$ cat src/rtl/cld_pkg.sv
package cld_pkg;

  typedef enum logic [1:0] {
    IDX_PLAIN = 2'd0,
    IDX_PRE   = 2'd1,
    IDX_POST  = 2'd2
  } cld_idx_e;

  typedef enum logic [1:0] {
    ST_IDLE  = 2'd0,
    ST_ISSUE = 2'd1,
    ST_WAIT  = 2'd2,
    ST_DONE  = 2'd3
  } cld_state_e;

  // flags = {N, Z, C, V}
  function automatic logic cond_pass(input logic [3:0] code, input logic [3:0] flags);
    logic n, z, c, v;
    {n, z, c, v} = flags;
    case (code)
      4'd0:    return 1'b1;
      4'd1:    return z;
      4'd2:    return !z;
      4'd3:    return n ^ v;
      4'd4:    return !(n ^ v);
      4'd5:    return !c;
      4'd6:    return c;
      default: return 1'b0;
    endcase
  endfunction

endpackage

$ cat src/rtl/cld_decode.sv
module cld_decode
  import cld_pkg::*;
#(
  parameter int INSTR_W = 32,
  parameter int OPC_W   = 7,
  parameter int IDX_W   = 5,
  parameter int IMM_W   = 11
) (
  input  logic [INSTR_W-1:0] instr,
  input  logic [3:0]         flags,
  output logic               is_load,
  output logic               cond_ok,
  output logic               use_reg,
  output cld_idx_e           mode,
  output logic [IDX_W-1:0]   dst,
  output logic [IDX_W-1:0]   src,
  output logic [IDX_W-1:0]   off_idx,
  output logic [IMM_W-1:0]   imm
);
  localparam int COND_LO = OPC_W;
  localparam int DST_LO  = COND_LO + 4;
  localparam int SRC_LO  = DST_LO + IDX_W;
  localparam int OFF_LO  = SRC_LO + IDX_W;

  logic [OPC_W-1:0] opc;
  assign opc     = instr[OPC_W-1:0];
  assign dst     = instr[DST_LO +: IDX_W];
  assign src     = instr[SRC_LO +: IDX_W];
  assign off_idx = instr[OFF_LO +: IDX_W];
  assign imm     = instr[OFF_LO +: IMM_W];
  assign cond_ok = cond_pass(instr[COND_LO +: 4], flags);

  always_comb begin
    is_load = 1'b1;
    use_reg = 1'b0;
    mode    = IDX_PLAIN;
    case (opc)
      7'd1: mode = IDX_PLAIN;
      7'd2: mode = IDX_PRE;
      7'd3: mode = IDX_POST;
      7'd4: begin use_reg = 1'b1; mode = IDX_PLAIN; end
      7'd5: begin use_reg = 1'b1; mode = IDX_PRE;   end
      7'd6: begin use_reg = 1'b1; mode = IDX_POST;  end
      default: is_load = 1'b0;
    endcase
  end
endmodule

$ cat src/rtl/cld_agen.sv
module cld_agen
  import cld_pkg::*;
#(
  parameter int DATA_W  = 32,
  parameter int IMM_W   = 11,
  parameter int ALIGN_B = 2
) (
  input  logic [DATA_W-1:0] src_val,
  input  logic [DATA_W-1:0] reg_off,
  input  logic [IMM_W-1:0]  imm,
  input  logic              use_reg,
  input  cld_idx_e          mode,
  output logic [DATA_W-1:0] addr,
  output logic [DATA_W-1:0] base_new,
  output logic              misaligned
);
  function automatic logic [DATA_W-1:0] sext(input logic [IMM_W-1:0] v);
    return {{(DATA_W-IMM_W){v[IMM_W-1]}}, v};
  endfunction

  function automatic logic [DATA_W-1:0] add_off(input logic [DATA_W-1:0] a,
                                                input logic [DATA_W-1:0] b);
    return a + b;
  endfunction

  logic [DATA_W-1:0] off_val;
  assign off_val    = use_reg ? reg_off : sext(imm);
  assign base_new   = add_off(src_val, off_val);
  assign addr       = (mode == IDX_POST) ? src_val : base_new;
  assign misaligned = |addr[ALIGN_B-1:0];
endmodule

$ cat src/rtl/cld_ctrl.sv
module cld_ctrl
  import cld_pkg::*;
(
  input  logic       clk,
  input  logic       rst_n,
  input  logic       accept,
  input  logic       issue,
  input  logic       rsp_valid,
  output cld_state_e state
);
  cld_state_e nxt;

  always_comb begin
    nxt = state;
    case (state)
      ST_IDLE:  if (accept) nxt = issue ? ST_ISSUE : ST_DONE;
      ST_ISSUE: nxt = ST_WAIT;
      ST_WAIT:  if (rsp_valid) nxt = ST_DONE;
      ST_DONE:  nxt = ST_IDLE;
      default:  nxt = ST_IDLE;
    endcase
  end

  always_ff @(posedge clk or negedge rst_n) begin
    if (!rst_n) state <= ST_IDLE;
    else        state <= nxt;
  end
endmodule

$ cat src/rtl/cond_load_unit.sv
module cond_load_unit
  import cld_pkg::*;
#(
  parameter int DATA_W = 32,
  parameter int IDX_W  = 5,
  parameter int IMM_W  = 11
) (
  input  logic              clk,
  input  logic              rst_n,
  input  logic              in_valid,
  output logic              in_ready,
  input  logic [31:0]       in_instr,
  output logic [IDX_W-1:0]  rf_src_idx,
  output logic [IDX_W-1:0]  rf_off_idx,
  input  logic [DATA_W-1:0] rf_src_data,
  input  logic [DATA_W-1:0] rf_off_data,
  input  logic [3:0]        status_flags,
  output logic              mem_req,
  output logic [DATA_W-1:0] mem_addr,
  input  logic              mem_rsp_valid,
  input  logic [DATA_W-1:0] mem_rsp_data,
  input  logic              mem_rsp_fault,
  output logic              done,
  output logic              fault,
  output logic              rd_we,
  output logic [IDX_W-1:0]  rd_idx,
  output logic [DATA_W-1:0] rd_data,
  output logic              base_we,
  output logic [IDX_W-1:0]  base_idx,
  output logic [DATA_W-1:0] base_data
);
  logic              is_load, cond_ok, use_reg, misaligned;
  cld_idx_e          mode;
  logic [IDX_W-1:0]  dst, src, off_idx;
  logic [IMM_W-1:0]  imm;
  logic [DATA_W-1:0] addr, base_new;
  cld_state_e        state;

  // named events for the checker
  logic accept, go_mem, issue, rsp_take;

  cld_decode #(.INSTR_W(32), .OPC_W(7), .IDX_W(IDX_W), .IMM_W(IMM_W)) u_dec (
    .instr(in_instr), .flags(status_flags), .is_load(is_load), .cond_ok(cond_ok),
    .use_reg(use_reg), .mode(mode), .dst(dst), .src(src), .off_idx(off_idx), .imm(imm)
  );

  cld_agen #(.DATA_W(DATA_W), .IMM_W(IMM_W), .ALIGN_B(2)) u_agen (
    .src_val(rf_src_data), .reg_off(rf_off_data), .imm(imm), .use_reg(use_reg),
    .mode(mode), .addr(addr), .base_new(base_new), .misaligned(misaligned)
  );

  assign in_ready = (state == ST_IDLE);
  assign accept   = in_valid && in_ready;
  assign go_mem   = is_load && cond_ok;
  assign issue    = go_mem && !misaligned;
  assign rsp_take = (state == ST_WAIT) && mem_rsp_valid;

  cld_ctrl u_ctrl (
    .clk(clk), .rst_n(rst_n), .accept(accept), .issue(issue),
    .rsp_valid(mem_rsp_valid), .state(state)
  );

  logic              r_load, r_fault, r_wb;
  logic [DATA_W-1:0] r_addr, r_base, r_data;
  logic [IDX_W-1:0]  r_dst, r_src;

  always_ff @(posedge clk or negedge rst_n) begin
    if (!rst_n) begin
      r_load  <= 1'b0;
      r_fault <= 1'b0;
      r_wb    <= 1'b0;
      r_addr  <= '0;
      r_base  <= '0;
      r_data  <= '0;
      r_dst   <= '0;
      r_src   <= '0;
    end else if (accept) begin
      r_load  <= go_mem;
      r_fault <= go_mem && misaligned;
      r_wb    <= (mode != IDX_PLAIN);
      r_addr  <= addr;
      r_base  <= base_new;
      r_dst   <= dst;
      r_src   <= src;
    end else if (rsp_take) begin
      r_data  <= mem_rsp_data;
      r_fault <= mem_rsp_fault;
    end
  end

  assign rf_src_idx = src;
  assign rf_off_idx = off_idx;
  assign mem_req    = (state == ST_ISSUE);
  assign mem_addr   = r_addr;
  assign done       = (state == ST_DONE);
  assign fault      = done && r_fault;
  assign rd_we      = done && r_load && !r_fault;
  assign rd_idx     = r_dst;
  assign rd_data    = r_data;
  assign base_we    = rd_we && r_wb;
  assign base_idx   = r_src;
  assign base_data  = r_base;
endmodule

$ cat config.mk
export PLATFORM = sky130hd
export DESIGN_NAME = cond_load_unit
export DESIGN_NICKNAME = d
export VERILOG_FILES = /design/src/rtl/cld_pkg.sv /design/src/rtl/cld_decode.sv /design/src/rtl/cld_agen.sv /design/src/rtl/cld_ctrl.sv /design/src/rtl/cond_load_unit.sv
export SDC_FILE = /design/constraint.sdc
export NUM_CORES = 1
export LEC_CHECK = 0
export CORE_UTILIZATION = 31
export DETAILED_ROUTE_END_ITERATION = 6
export PLACE_DENSITY = 0.58
export SLEW_MARGIN = 20
export SYNTH_ARGS = -nofsm -noshare
export SYNTH_HDL_FRONTEND = slang
export SYNTH_SLANG_ARGS = --single-unit
$ cat constraint.sdc
create_clock -name clk -period 4.29 [get_ports clk]
set_input_delay 0.858 -clock clk [delete_from_list [all_inputs] [get_ports clk]]
set_output_delay 0.858 -clock clk [all_outputs]
set_load 0.05 [all_outputs]
==> results of run 1 <==
==> worst reg2reg max path, stage by stage, from the launching register on <==
cell and delay, ns:
dfrtp_1 0.41, inv_1 0.10, ha_1 0.32, and2_2 0.23
buf_4 0.68, mux2_4 0.38
==> cell usage in the layout, fill, tap and decap left out, types with 3 or more instances in the layout <==
| master | count |
|---|---|
| and2_1 | 3 |
| or3_1 | 4 |
| o21ai_0 | 29 |
| buf_4 | 111 |
| mux2_2 | 42 |
| a211oi_1 | 5 |
| ha_4 | 3 |
| nor3_1 | 10 |
| a21o_1 | 14 |
| o21ai_1 | 4 |
| a21oi_1 | 47 |
| nand2_1 | 232 |
| inv_1 | 13 |
| dfrtp_1 | 111 |
| nor2_1 | 62 |
| o22a_1 | 3 |
| nand2b_1 | 4 |
| o211ai_1 | 4 |
| and3_1 | 4 |
| ha_1 | 32 |
| nor2b_1 | 3 |
| dlymetal6s2s_1 | 3 |
| a31oi_1 | 19 |
| ha_2 | 3 |
| inv_6 | 3 |
| clkbuf_16 | 9 |
| clkdlybuf4s50_1 | 254 |
| o21a_1 | 4 |
| a21oi_2 | 7 |
| xor2_1 | 16 |
| nand3_1 | 9 |
| xnor2_1 | 16 |
==> registers in the layout, summed over array words and instances, names as in the netlist <==
register and cells:
base_data 32, mem_addr 32, rd_data 32, base_idx 5, rd_idx 5, u_ctrl.state 2, r_fault 1, r_load 1
r_wb 1
==> metal layers <==
metal | vias to the layer above | track usage, %
li1 | 3370 | -
met5 | - | 0
met4 | 0 | 5.71
met3 | 24 | 4.01
met1 | 3108 | 25.0
met2 | 205 | 34.7
==> how the worst max path moves through the flow <==
stage | to | slack [ns] | cells after the start
2_1_floorplan | base_data[31] | 0.003 | 15
3_3_place_gp | base_data[31] | -0.48 | 15
3_5_place_dp | base_data[31] | -0.55 | 15
4_1_cts | base_data[31] | 0.002 | 16
5_1_grt | base_data[31] | 0.02 | 18
6_report | base_data[31] | 0.19 | 18
==> through the flow <==
step | setup TNS, ns | total power, mW | setup slack (ns) | cells
2_1_floorplan | 0 | 4.60 | 0.00301 | 792
3_3_place_gp | -12.87 | 6.20 | -0.475 | 1391
3_5_place_dp | -15.11 | 6.24 | -0.546 | 1391
4_1_cts | 0 | 7.14 | 0.00217 | 1407
5_1_grt | 0 | 7.46 | 0.0214 | 1408
6_report | 0 | 7.06 | 0.185 | 1408
==> cell families (layout without fill, tap and decap cells) <==
group,count (synthesis),in the layout,synth area share [%]
simple gates,344,344,20.8
flops,111,111,41.2
xor+xnor,32,32,4.16
compound gates,161,161,15.0
mux,45,45,7.54
fa+ha+maj,39,39,7.36
buf+inv,60,401,3.90
==> power groups by stage <==
stage,Clock (mW),Combinational [mW],Sequential [mW]
after floorplan,0,1.10,3.50
after global placement,0,4.37,1.83
after detailed placement,0,4.40,1.84
after CTS,0.903,4.42,1.82
after global routing,0.936,4.65,1.88
final,0.863,4.39,1.81
==> cell type report <==
class | instances | area (µm²)
fillers | 2018 | 10400
clock buffers | 9 | 225
clock inverters | 7 | 72.6
repair buffers | 372 | 3470
inverters | 13 | 48.8
flip-flops and latches | 111 | 2780
multi-input cells | 621 | 3830
well taps | 275 | 344
==> timing repair <==
item,in CTS,in global routing
setup buffers,0,1
pin swaps,3,7
gates cloned,0,0
resized for setup,5,25
endpoints found under the hold margin,0,0
endpoints found under the setup margin,18,31
==> results.toml, run 1 <==
[synth]
synth_ff_type = "dfrtp_1"
yosysMostFrequentCell = "nand2_1"
syn-cell-area_um2 = 6730
syn_avg_cell_area_um2 = 8.50
synth_cell_types = 59
yosys_register_bits = 111
synth.top_cells.by_count = "233 x nand2_1, 111 x dfrtp_1, 63 x nor2_1"
synth.area.top_cells = "dfrtp_1 41%, nand2_1 13%, ha_1 7.1%, mux2_2 7.0%, a21oi_1 3.9%"
synth-edff-count = 0
synth_cells = 792
synth-seq-area-share_pct = 41.2
yosysTopAreaCell = "dfrtp_1"
synthArstFlopShare_pct = 100
yosys_warnings = 0
yosysTopAreaCellShare_pct = 41.2
synth_nets = 968

[placement]
hpwl_mm = 17.2
postPlaceCellArea_um2 = 10300
gp_congestion = 0.849
port_buffers = 258

[grt]
grt_antenna_before_repair = 0
grt_overflow = 0
grt_pass1_wl_mm = 34.9
grt_max_degree = 85
grt_usage_pct = 20.0
grt_pass1_vias = 6600

[setup_path]
crit_start = "in_instr[6]"
path_cells = "clkdlybuf4s50_1, nor4_4, and3_4, buf_4, mux2_2, ha_1, buf_4, nand3_1, nor2_1, buf_4, o311ai_2, buf_4, a211o_2, nand3_2, a221o_1, a21oi_2, xnor2_1, mux2_4"
arrival_ns = 4.35
critPathBufInv = 5
rr_startpoint = "u_ctrl.state[1]"
r2r_end = "base_data[31]"
worstSetupPathType = "primary input to flip-flop"
slowest_stage = "clkdlybuf4s50_1"
cpMostUsedCell = "buf_4"
end_kind = "flip-flop"
critical-path-max-stage-delay_ns = 0.44
critPathRequiredTime_ns = 4.53
start_kind = "primary input"
worst-r2r-cell-count = 5
reg2reg_slack_ns = 2.06
cp_max_fo = 5
crit_family = "buffers and inverters"

[sta]
hold_slack_ns = 0.477
min_period_over_period_pct = 95.7
slew_headroom_pct = 41.6
min_period_ns = 4.10
slew_viol_final = 0
finalHoldViolCount = 0
clock.fmax_mhz = 244
tightest_slew_ns = 0.876
rsz0062_at_grt = "false"
skew_ns = 0.00881
finalSetupViolCount = 0

[cts]
cts_root_buf = "clkbuf_16"
path_clk_slew_ns = 0.08
clkSinkCount = 111
ctsHoldBuffers = 0
clk_latency_ns = 0.36
tritoncts = "built"
numCtsBuffers = 9
htree_levels = 3
cts.path.max_buffers = 2

[routing]
viasPerCell = 4.76
dr_wl_met3_mm = 1.62
highest_layer = "met4"
wirelength_mm = 22.1
met1Wirelength_mm = 9.55
wl_met2_mm = 10.5
wl_per_cell_um = 15.7
drt-initial-drc-count = 303
drc = 0
antenna_left = 0
dr.pass1.iters = 4
vias = 6707

[floorplan]
die_area_um2 = 22300
chipWidth_um = 149
num_rows = 53
top_level_ports = 259
core_um2 = 21200
start_util_pct = 31.8
fp.dieH_um = 149

[power_and_ir_drop]
switching_share_pct = 49.6
p_seq_share_pct = 25.6
p_per_area_nw_per_um2 = 655
clockPowerShare_pct = 12.2
ir_worst_vdd_v = 0.000378
p_sw_mw = 3.50
pwr-share-comb_pct = 62.1
p_int_mw = 3.56
p_leak_nw = 4.90

[layout]
n_antenna_cell = 0
drive_above_1_share_pct = 18.2
syn_to_final_growth_pct = 59.9
postLayoutCoreUtil_pct = 50.9
fin_area_um2 = 10800
nNetsFinal = 1304

[worst_hold_path]
hold_class = "flip-flop to flip-flop"
hold_depth = 2
worstHoldStart = "base_data[11]"
whs_endpoint = "base_data[11]"

[flow_run]
max-cap-violations = 0

[outcome]
outcome = "finished, final reports clean"
(Power assumes the default switching activity.)
==> run 2, diff against run 1 <==
--- a/config.mk
+++ b/config.mk
@@ -8,6 +8,7 @@
 export CORE_UTILIZATION = 31
 export DETAILED_ROUTE_END_ITERATION = 6
 export PLACE_DENSITY = 0.58
+export SETUP_SLACK_MARGIN = 0.02
 export SLEW_MARGIN = 20
 export SYNTH_ARGS = -nofsm -noshare
 export SYNTH_HDL_FRONTEND = slang
==> run 2 against run 1 <==
Critical path depth shrank 2. Largest power group unchanged. Sequential power is essentially flat. Combinational power is essentially flat. Non-clock buffer count shrank 8. Via count is essentially flat. Critical endpoint is now mem_addr[26]. Hold slack lost 0.0043 ns. Die area is the same. Sequential share of layout area grew 0.11 points. Count of clock-buffer cells in the layout is the same. Cell area shrank 0.43%. Power grew 1.0%. Worst setup slack gained 0.042 ns.
==> results.toml, run 2 (synthesis results as in run 1) <==
[placement]
gp_congestion = 0.842
port_buffers = 258
postPlaceCellArea_um2 = 10300
dpl_worst_slack_ns = -0.651
hpwl_mm = 18.0

[grt]
grt_max_degree = 61
grt_antenna_before_repair = 0
grt_pass1_wl_mm = 35.5
grt_usage_pct = 20.6
grt_overflow = 0
grt_pass1_vias = 6540

[power_and_ir_drop]
p_per_area_nw_per_um2 = 665
ir_worst_vdd_v = 0.000332
p_leak_nw = 4.89

[setup_path]
critPathCapture = "mem_addr[26]"
critPathBufInv = 3
worstSetupPathType = "primary input to flip-flop"
critical-path-max-stage-delay_ns = 0.39
arrival_ns = 4.27
slowest_stage = "o31ai_4"
rr_startpoint = "u_ctrl.state[1]"
end_kind = "flip-flop"
cp.depth = 16
critPathRequiredTime_ns = 4.50
cp_max_fo = 4
crit_start = "in_instr[3]"
r2r_end = "rd_data[27]"
start_kind = "primary input"
reg2reg_slack_ns = 2.08
worst-r2r-cell-count = 6
crit_family = "compound AO/OA/AOI/OAI gates"
path_cells = "dlymetal6s2s_1, nor4_4, and3_4, buf_4, mux2_2, ha_1, nor2b_1, o31a_1, o31ai_4, a2111oi_2, buf_4, o31ai_4, xor2_1, nor2_1, a21oi_1, o21ai_0"

[floorplan]
start_util_pct = 31.8
top_level_ports = 259
num_rows = 53
fp.dieH_um = 149
core_um2 = 21200
chipWidth_um = 149
die_area_um2 = 22300

[sta]
slew_viol_final = 0
timing.final.ws_setup_ns = 0.228
min_period_over_period_pct = 94.7
min_period_ns = 4.06
finalSetupViolCount = 0
clock.fmax_mhz = 246
skew_ns = 0.0112
finalHoldViolCount = 0
hold_slack_ns = 0.473
slew_headroom_pct = 44.2
rsz0062_at_grt = "false"
tightest_slew_ns = 0.836

[routing]
viasPerCell = 4.79
drc = 0
wl_per_cell_um = 16.4
dr.pass1.iters = 4
vias = 6713
antenna_left = 0
drt-initial-drc-count = 331
wirelength_mm = 22.9

[cts]
path_clk_slew_ns = 0.08
cts_root_buf = "clkbuf_16"
clk_latency_ns = 0.36
clkSinkCount = 111
numCtsBuffers = 9
cts.path.max_buffers = 2
tritoncts = "built"
htree_levels = 3

[outcome]
outcome = "finished, final reports clean"

[layout]
final_cell_mix = "253 x clkdlybuf4s50_1, 232 x nand2_1, 111 x dfrtp_1"
nNetsFinal = 1296
drive_above_1_share_pct = 17.1
final_common_cell = "clkdlybuf4s50_1"
fin_area_um2 = 10700
syn_to_final_growth_pct = 59.2
postLayoutCoreUtil_pct = 50.7

[flow_run]
max-cap-violations = 0

[worst_hold_path]
hold_class = "flip-flop to flip-flop"
run 2: cell types whose count changed in the layout (fill, tap and decap cells not counted), moves of 2 or more:
cell / change
buf_4: -8
ha_2: -3
ha_1: +3
clkinv_4: +2
inv_6: -3
o31ai_2: -2
run 2: metal layers:
layer | global-route usage (%) | up-vias | share of wire (%)
li1 | - | 3351 | -
met3 | 4.46 | 20 | 7.2
met4 | 3.93 | 0 | 1.1
met1 | 26.2 | 3116 | 44
met5 | 0 | - | 0
met2 | 35.7 | 226 | 48
run 2: worst min path at each step:
| stage | slack [ns] | to | cells after the start | from |
|---|---|---|---|---|
| after floorplan | 0.44 | r_wb | 2 | r_wb |
| after global placement | 0.46 | base_idx[2] | 2 | base_idx[2] |
| after detailed placement | 0.46 | base_data[21] | 2 | base_data[21] |
| after CTS | 0.48 | rd_idx[1] | 2 | rd_idx[1] |
| after global routing | 0.50 | base_data[3] | 2 | base_data[3] |
| final | 0.47 | base_data[3] | 2 | base_data[3] |
run 2: per-stage QoR:
stage | std cells | TNS [ns] | total power, mW
finish | 1401 | 0 | 7.13
global route | 1400 | 0 | 7.51
global placement | 1381 | -12.34 | 6.20
floorplan | 792 | 0 | 4.60
detailed placement | 1381 | -16.13 | 6.24
CTS | 1399 | 0 | 7.19
run 2: worst reg2reg max path, stage by stage (launching register included):
cell	delay, ns
dfrtp_1	0.40
inv_1	0.10
ha_1	0.33
and2_4	0.58
nor2_2	0.08
buf_4	0.28
mux2_2	0.33
run 2: layout make-up:
class	count	area, µm²
Inverter	13	48.8
Antenna cell	1	2.50
Tap cell	275	344
Multi-Input combinational cell	621	3820
Sequential cell	111	2780
Clock buffer	9	225
Fill cell	1996	10400
Timing Repair Buffer	364	3420
Clock inverter	7	88.8
run 2: power breakdown:
group,switching [mW],internal (mW)
Clock,0.449,0.469
Combinational,2.81,1.59
Sequential,0.266,1.55
run 2: timing repair:
item	CTS	global route
hold buffers	0	0
gates resized for setup	8	17
setup endpoints to repair	22	30
pin swaps	4	10
setup buffers	2	1
